**config.mk**
```make
export PLATFORM = sky130hd
export DESIGN_NAME = reg_seq_supervisor
export DESIGN_NICKNAME = d
export VERILOG_FILES = /design/src/rtl/sup_pkg.sv /design/src/rtl/sup_filter.sv /design/src/rtl/sup_strike_ctr.sv /design/src/rtl/sup_fsm.sv /design/src/rtl/reg_seq_supervisor.sv
export SDC_FILE = /design/constraint.sdc
export NUM_CORES = 1
export LEC_CHECK = 0
export BUFFER_PORTS_ARGS = -buffer_cell sky130_fd_sc_hd__buf_2
export CORE_ASPECT_RATIO = 0.8
export CORE_MARGIN = 2
export CORE_UTILIZATION = 38
export DETAILED_ROUTE_END_ITERATION = 10
export GPL_TIMING_DRIVEN = 1
export PLACE_DENSITY = 0.64
export SETUP_SLACK_MARGIN = 0.1
export SYNTH_ARGS = -nofsm -noshare
export SYNTH_HDL_FRONTEND = slang
export SYNTH_SLANG_ARGS = --single-unit
```
**constraint.sdc**
```tcl
create_clock -name clk -period 3.45 [get_ports clk]
set_input_delay 0.69 -clock clk [delete_from_list [all_inputs] [get_ports clk]]
set_output_delay 0.69 -clock clk [all_outputs]
set_load 0.005 [all_outputs]
```
**src/rtl/sup_pkg.sv**
```systemverilog
package sup_pkg;

    typedef enum logic [2:0] {
        ST_OFF     = 3'd0,
        ST_RUN     = 3'd1,
        ST_DISCH   = 3'd2,
        ST_THERM   = 3'd3,
        ST_OV_LOCK = 3'd4,
        ST_OC_LOCK = 3'd5
    } sup_state_t;

    // Number of whole clock cycles covering a time span (rounded up).
    function automatic int unsigned span_cycles(input int unsigned span_ns,
                                                input int unsigned period_ns);
        return (span_ns + period_ns - 1) / period_ns;
    endfunction

endpackage

```
**src/rtl/sup_filter.sv**
```systemverilog
// Persistence filter: output rises after DEPTH consecutive high samples,
// falls on the first low sample.
module sup_filter #(
    parameter int unsigned DEPTH = 18
) (
    input  logic clk,
    input  logic rst_n,
    input  logic raw,
    output logic filt
);
    localparam int unsigned W = $clog2(DEPTH + 1);
    localparam logic [W-1:0] TOP = W'(DEPTH);

    logic [W-1:0] cnt;

    always_ff @(posedge clk or negedge rst_n) begin
        if (!rst_n) begin
            cnt <= '0;
        end else if (!raw) begin
            cnt <= '0;
        end else if (cnt != TOP) begin
            cnt <= cnt + 1'b1;
        end
    end

    assign filt = (cnt == TOP);
endmodule

```
**src/rtl/sup_strike_ctr.sv**
```systemverilog
// Saturating count of over-current strikes; cleared while enable-ready is low.
module sup_strike_ctr #(
    parameter int unsigned LIMIT = 4
) (
    input  logic clk,
    input  logic rst_n,
    input  logic clear,
    input  logic hit,
    output logic last
);
    localparam int unsigned W = $clog2(LIMIT + 1);
    localparam logic [W-1:0] TOP  = W'(LIMIT);
    localparam logic [W-1:0] PREV = W'(LIMIT - 1);

    logic [W-1:0] cnt;

    always_ff @(posedge clk or negedge rst_n) begin
        if (!rst_n) begin
            cnt <= '0;
        end else if (clear) begin
            cnt <= '0;
        end else if (hit && cnt != TOP) begin
            cnt <= cnt + 1'b1;
        end
    end

    // Next counted strike is the one that reaches the limit.
    assign last = (cnt == PREV);
endmodule

```
**src/rtl/sup_fsm.sv**
```systemverilog
module sup_fsm
    import sup_pkg::*;
(
    input  logic       clk,
    input  logic       rst_n,
    input  logic       en_ready,
    input  logic       ss_done,
    input  logic       uv_f,
    input  logic       ov_f,
    input  logic       oc_evt,
    input  logic       ot_flag,
    input  logic       oc_last,
    output sup_state_t state,
    output logic       oc_hit,
    output logic       run_o,
    output logic       ss_discharge_o,
    output logic       gate_hiz_o,
    output logic       pgood_o
);
    sup_state_t nxt;

    // State register.
    always_ff @(posedge clk or negedge rst_n) begin
        if (!rst_n) begin
            state <= ST_OFF;
        end else begin
            state <= nxt;
        end
    end

    // Transition logic; loss of enable-ready wins over everything.
    always_comb begin
        nxt = state;
        if (!en_ready) begin
            nxt = ST_OFF;
        end else begin
            unique case (state)
                ST_OFF: nxt = ST_RUN;
                ST_RUN: begin
                    if (ov_f)         nxt = ST_OV_LOCK;
                    else if (oc_evt)  nxt = oc_last ? ST_OC_LOCK : ST_DISCH;
                    else if (ot_flag) nxt = ST_THERM;
                end
                ST_DISCH: begin
                    if (ov_f)          nxt = ST_OV_LOCK;
                    else if (!ss_done) nxt = ST_RUN;
                end
                ST_THERM: begin
                    if (ov_f)          nxt = ST_OV_LOCK;
                    else if (!ot_flag) nxt = ST_RUN;
                end
                ST_OV_LOCK: nxt = ST_OV_LOCK;
                ST_OC_LOCK: nxt = ST_OC_LOCK;
                default:    nxt = ST_OFF;
            endcase
        end
    end

    assign oc_hit = (state == ST_RUN) && oc_evt && en_ready;

    // Output decode.
    always_comb begin
        run_o          = 1'b0;
        ss_discharge_o = 1'b1;
        gate_hiz_o     = 1'b1;
        pgood_o        = 1'b0;
        unique case (state)
            ST_RUN: begin
                run_o          = 1'b1;
                ss_discharge_o = 1'b0;
                gate_hiz_o     = 1'b0;
                pgood_o        = ss_done && !uv_f && !ov_f;
            end
            ST_THERM: begin
                ss_discharge_o = 1'b0;
            end
            ST_OFF, ST_DISCH, ST_OV_LOCK, ST_OC_LOCK: begin
                ss_discharge_o = 1'b1;
            end
            default: begin
                ss_discharge_o = 1'b1;
            end
        endcase
    end
endmodule

```
**src/rtl/reg_seq_supervisor.sv**
```systemverilog
module reg_seq_supervisor
    import sup_pkg::*;
#(
    parameter int unsigned CLK_PERIOD_NS = 20,
    parameter int unsigned FILTER_NS     = 350,
    parameter int unsigned OC_LIMIT      = 4
) (
    input  logic clk,
    input  logic rst_n,
    input  logic vcc_ok,
    input  logic ldo_ok,
    input  logic en_in,
    input  logic ss_done,
    input  logic uv_raw,
    input  logic ov_raw,
    input  logic oc_evt,
    input  logic ot_flag,
    output logic run_o,
    output logic ss_discharge_o,
    output logic gate_hiz_o,
    output logic pgood_o
);
    localparam int unsigned FILT_CYCLES = span_cycles(FILTER_NS, CLK_PERIOD_NS);
    localparam int unsigned NFLAG       = 2;   // 0: under-voltage, 1: over-voltage

    logic             en_ready;
    logic [NFLAG-1:0] flag_raw;
    logic [NFLAG-1:0] flag_f;
    logic             uv_f;
    logic             ov_f;
    logic             oc_last;
    logic             oc_hit;
    sup_state_t       state;

    assign en_ready = vcc_ok && ldo_ok && en_in;
    assign flag_raw = {ov_raw, uv_raw};

    for (genvar gi = 0; gi < NFLAG; gi++) begin : g_filt
        sup_filter #(.DEPTH(FILT_CYCLES)) u_filt (
            .clk  (clk),
            .rst_n(rst_n),
            .raw  (flag_raw[gi]),
            .filt (flag_f[gi])
        );
    end

    assign uv_f = flag_f[0];
    assign ov_f = flag_f[1];

    sup_strike_ctr #(.LIMIT(OC_LIMIT)) u_strike (
        .clk  (clk),
        .rst_n(rst_n),
        .clear(!en_ready),
        .hit  (oc_hit),
        .last (oc_last)
    );

    sup_fsm u_fsm (
        .clk           (clk),
        .rst_n         (rst_n),
        .en_ready      (en_ready),
        .ss_done       (ss_done),
        .uv_f          (uv_f),
        .ov_f          (ov_f),
        .oc_evt        (oc_evt),
        .ot_flag       (ot_flag),
        .oc_last       (oc_last),
        .state         (state),
        .oc_hit        (oc_hit),
        .run_o         (run_o),
        .ss_discharge_o(ss_discharge_o),
        .gate_hiz_o    (gate_hiz_o),
        .pgood_o       (pgood_o)
    );
endmodule

```
## Yosys cells after proc, flatten, opt, wreduce, memory -nomap -nowiden

Index checks and enable logic that the tools add are counted.

| operators by class | value |
|---|---|
| $add $sub $neg | 3 |
| eq/ne operators | 17 |
| multiplexer cells | 20 |
| reduce and logical (&&, ||, !) cells | 12 |

Operator list:

| kind | count |
|---|---|
| 3-bit two-way mux | 11 |
| 5-bit two-way mux | 4 |
| 3-bit one-hot mux with 6 select lines | 1 |
| 5-bit inequality test, second input constant | 3 |
| 5-bit by 1-bit adder with 5-bit output, second input constant | 2 |
| 5-bit == test, second input constant | 2 |
| 3-bit by 2-bit == test with 1-bit output, second input constant | 3 |
| 4-bit inequality test, second input constant | 2 |
| 1-bit logical AND | 7 |
| 3-bit == test, second input constant | 2 |
| 1-bit two-way mux | 4 |
| 2-bit by 1-bit inequality test with 1-bit output, second input constant | 2 |
| 3-bit by 1-bit adder with 3-bit output, second input constant | 1 |
| 3-bit by 1-bit == test with 1-bit output, second input constant | 1 |
| 3-bit logical NOT | 1 |
| 3-bit inequality test, second input constant | 1 |
| 3-bit AND reduction | 1 |
| 1-bit logical NOT | 2 |
| 2-bit inequality test, second input constant | 1 |
| 2-bit OR reduction | 1 |

| word-level totals | value |
|---|---|
| bits in registers | 16 |
| output and inout port bits | 4 |

## Logic depth before layout (Yosys ltp)

| logic depth | value |
|---|---|
| depth in word-level cells | 6 |
| gate-level depth with buffers | 6 |
| gate-level depth less buffers | 5 |

## Cells and area by module

From an unflattened synthesis, not the netlist that was laid out.

| unflattened totals | value |
|---|---|
| cell total of the unflattened synthesis | 99 |
| area, all modules | 1017.2 µm² |

By module, submodules not included:

| module | instances | cells an instance | area an instance (µm²) |
|---|---|---|---|
| sup_filter | 2 | 26 | 289.0 |
| sup_fsm | 1 | 27 | 237.7 |
| sup_strike_ctr | 1 | 18 | 190.2 |
| reg_seq_supervisor | 1 | 2 | 11.3 |

## Worst setup path before layout

Ideal clock, no wire load.

| timing | value |
|---|---|
| path kind | reg2out |
| from | register u_fsm.state[2] |
| to | output pgood_o |
| data arrival time | 1.110 ns |
| data required time | 2.760 ns |
| path slack | 1.650 ns |
| cell stages (with the launch flop) | 6 |
| path buffers | 1 |
| cell sequence | dfrtp_1 buf_4 nand2b_4 or2_4 clkinv_2 and4_1 |

| on the way | value |
|---|---|
| word-level cells in the longest chain between the ends | 2 |

Ends and longest elaborated chain:

| item | RTL line | text |
|---|---|---|
| start: declaration | sup_fsm.sv:13 | `output sup_state_t state,` |
| start signal: assignment | sup_fsm.sv:27 | `state <= nxt;` |
| 3-bit by 1-bit == test with 1-bit output | sup_fsm.sv:67 | `unique case (state)` |
| 1-bit two-way mux | sup_fsm.sv:67 |  |
| end: declaration | reg_seq_supervisor.sv:21 | `output logic pgood_o` |

Every way passes these cells.

## Worst setup path after layout

| timing | value |
|---|---|
| from | register g_filt[1].u_filt.cnt[0] |
| to | output pgood_o |

| on the way | value |
|---|---|
| word-level cells in the longest chain between the ends | 4 |

Ends and longest elaborated chain:

| item | RTL line | text |
|---|---|---|
| start: declaration | sup_filter.sv:14 | `logic [W-1:0] cnt;` |
| start signal: assignment | sup_filter.sv:22 | `cnt <= cnt + 1'b1;` |
| 5-bit == test | sup_filter.sv:26 | `assign filt = (cnt == TOP);` |
| 1-bit logical NOT | sup_fsm.sv:72 | `pgood_o = ss_done && !uv_f && !ov_f;` |
| 1-bit logical AND | sup_fsm.sv:72 |  |
| 1-bit two-way mux | sup_fsm.sv:67 |  |

Every way passes these cells.

==> metrics.txt <==
PD cells 324.3 mW/mm2; number of hold violations in the final report 0; category of the worst setup path launch point flip-flop; count of H-tree levels built during CTS 1; clock tree from TritonCTS yes; via count 704; total setup buffers inserted after CTS 0; Core Region 0.002442 mm2; clock transition at the register clock pins on the worst setup and hold paths after CTS 90 ps; post-layout utilization of the core 45.49%; area taken by flip-flops and latches 400.4 um2; post-cts sizing count 0; area of the die 0.002996 mm2; antenna violations before repair 0; setup repair after global routing missed its margin no; hold buffers post-CTS 0; Root Buffer Master sky130_fd_sc_hd__clkbuf_4; signal arrival time at the worst endpoint 1680 ps; post-synthesis cell count 93; remaining routing DRC violations 0; DP Area 0.001075 mm2; number of nets in the finished design 126; DRT Pass-1 Iters 4; total of max-cap violations 0; start-to-end type of the worst setup path flip-flop to output pin; combinational family with the most area after synthesis simple AND/OR/NAND/NOR gates; number of design-rule violations left by the first detailed-router iteration 32; fraction of the mapped netlist area in compound gates 10.88%; cell area after layout 0.001111 mm2; Cell Rows 16; post-DR wirelength/cell 12.02 um; setup total negative slack 0 ps; Async S/R FF share, synth 100.0%; commonest non-fill, non-tap cell in the layout sky130_fd_sc_hd__dfrtp_1; Final setup violation count 0; sequential share of the synthesized area 40.97%; weighted congestion reported at the end of routability-driven placement 0.7789; Rel. slew slack 68.26%; critical path fanouts, max 8; share of the synthesized netlist area taken by xor and xnor gates 7.170%; Peak Freq 0.4219 GHz; count of unique library cells instantiated by Yosys 31; Max stage delay cell, worst path sky130_fd_sc_hd__dfrtp_1; number of placed instances, taps included 140; die span in y 49.36 um; required time at the worst-slack endpoint 2760 ps; largest stage delay on the critical path 410 ps; simple-gate area share of the yosys netlist 26.76%; number of standard cells in the final layout excluding fillers 144; Lkg Pwr 0.0005590 uW; status complete, no violations; clock net sink count 16; Clock Latency Late Sink 280 ps; top library cells by usage in the layout, fill and taps aside sky130_fd_sc_hd__dfrtp_1, sky130_fd_sc_hd__buf_2, sky130_fd_sc_hd__nand3_1; Via density 4.889; Period Utilization, post-route 68.70%; cell-by-cell listing of the critical path inv_1 > ha_1 > nand4bb_1 > and4_1 > buf_2; DRT Wirelength 1731 um; die width 60.70 um; global-route wire length before repair 3125 um; number of enable flip-flop cells after synthesis 0; count of yosys warnings during synthesis 0; most frequently used flop master after synthesis sky130_fd_sc_hd__dfrtp_1; largest net degree at the start of global routing 17; Max rail drop VDD 0.0001396 V; number of I/O pins 14; Filler Cells Inserted 264; worst hold slack across all endpoints 297.4 ps; deepest clock path buffer count 2; number of diodes added for antenna fixing 0; post-layout min period 2370 ps; share of post-route cells with drive strength above 1 22.22%; Port Buf Inserts 13; DRT antenna net count 0; area growth from synthesis to layout 13.70%; Worst Setup End Kind output pin; Pins Over Slew Limit 0; post-synthesis register bit count 16; Slew @ Worst Pin 469.4 ps; Synth Cell Area 977.2 um2; post-synthesis area per instance 10.51 um2; vias in the first global route 702; Tightest Hold Check Type input pin to async pin; Initial Utilization 40.01%; leftover overflow at the end of global routing 0; TritonCTS Buffers 3; syn_nets 110; total routing resource utilization after global routing 13.99%; Worst Skew 2.540 ps; area occupied by multi-input gates 536.8 um2; mux contribution to synthesized area 1.152%; share of synthesized cell area in full adder, half adder and majority cells 8.963%
-- registers in the layout (all words and copies together) (netlist names) --
name               cells
g_filt.u_filt.cnt     10
u_strike.cnt           3
u_fsm.state            3
-- cell families (layout without fill, tap and decap cells) --
group           Yosys count  count (layout)
compound gates           13              13
xor+xnor                  8               8
fa+ha+maj                 7               7
buf+inv                   9              24
flops                    16              16
mux                       1               1
simple gates             39              39
-- Yosys cell counts (all sizes together) (2+ instances only) --
master / count / share of area [%]
a21oi: 3 / 1.5
and2: 6 / 3.8
and3: 4 / 2.6
buf: 2 / 1.3
dfrtp: 16 / 41
ha: 7 / 9.0
inv: 6 / 2.3
nand2: 7 / 2.7
nand3: 8 / 4.1
nand4bb: 3 / 3.5
nor2b: 2 / 1.3
nor3b: 2 / 1.5
o211a: 3 / 3.1
o21ai: 4 / 2.4
xnor2: 5 / 4.5
xor2: 3 / 2.7
-- stage by stage --
step / worst slack [ps] / power, uW
floorplan: 1650 / 226.6
finish: 1080 / 360.3
detailed placement: 1379 / 244.2
global placement: 1443 / 242.9
global route: 925.3 / 384.1
CTS: 1057 / 367.5
-- worst max-delay path, delay by kind of cell, from the launching register on --
kind	cells	cell delay (ps)
DFF	1	410
and+or+nand+nor	2	630
buffers and inverters	2	200
adders and majority gates	1	150
-- layout make-up --
cell class,instances,area share [%]
Multi-Input combinational cell,68,48.31
Sequential cell,16,36.04
Timing Repair Buffer,13,5.856
Tap cell,36,4.054
Clock buffer,4,3.266
Inverter,7,2.477
-- worst paths after layout --
kind	startpoint	to	slack [ps]	depth (start not counted)
worst max-delay path	g_filt[1].u_filt.cnt[0]	pgood_o	1080	5
worst min-delay path	rst_n	g_filt[0].u_filt.cnt[4]	300	1
worst max register to register	g_filt[1].u_filt.cnt[0]	u_fsm.state[0]	1940	5
worst min register to register	g_filt[0].u_filt.cnt[1]	g_filt[0].u_filt.cnt[1]	590	1
max in group asynchronous	rst_n	g_filt[1].u_filt.cnt[1]	2900	1
min in group clk	g_filt[0].u_filt.cnt[1]	g_filt[0].u_filt.cnt[1]	590	1
-- routing by layer --
layer / share of wire (%) / vias to the layer above / track usage [%]
li1: - / 358 / -
met1: 50 / 334 / 19.58
met2: 45 / 10 / 20.07
met3: 3.8 / 2 / 5.570
met4: 0.87 / 0 / 3.261
met5: 0 / - / 0
-- where the power goes --
group / switching (uW) / internal, uW / total (uW)
Clock: 56.7 / 64.2 / 121
Combinational: 18.9 / 18.9 / 37.8
Sequential: 7.84 / 194 / 202
Total: 83.4 / 277 / 360
Note: power is estimated with default switching activity, not from simulation.
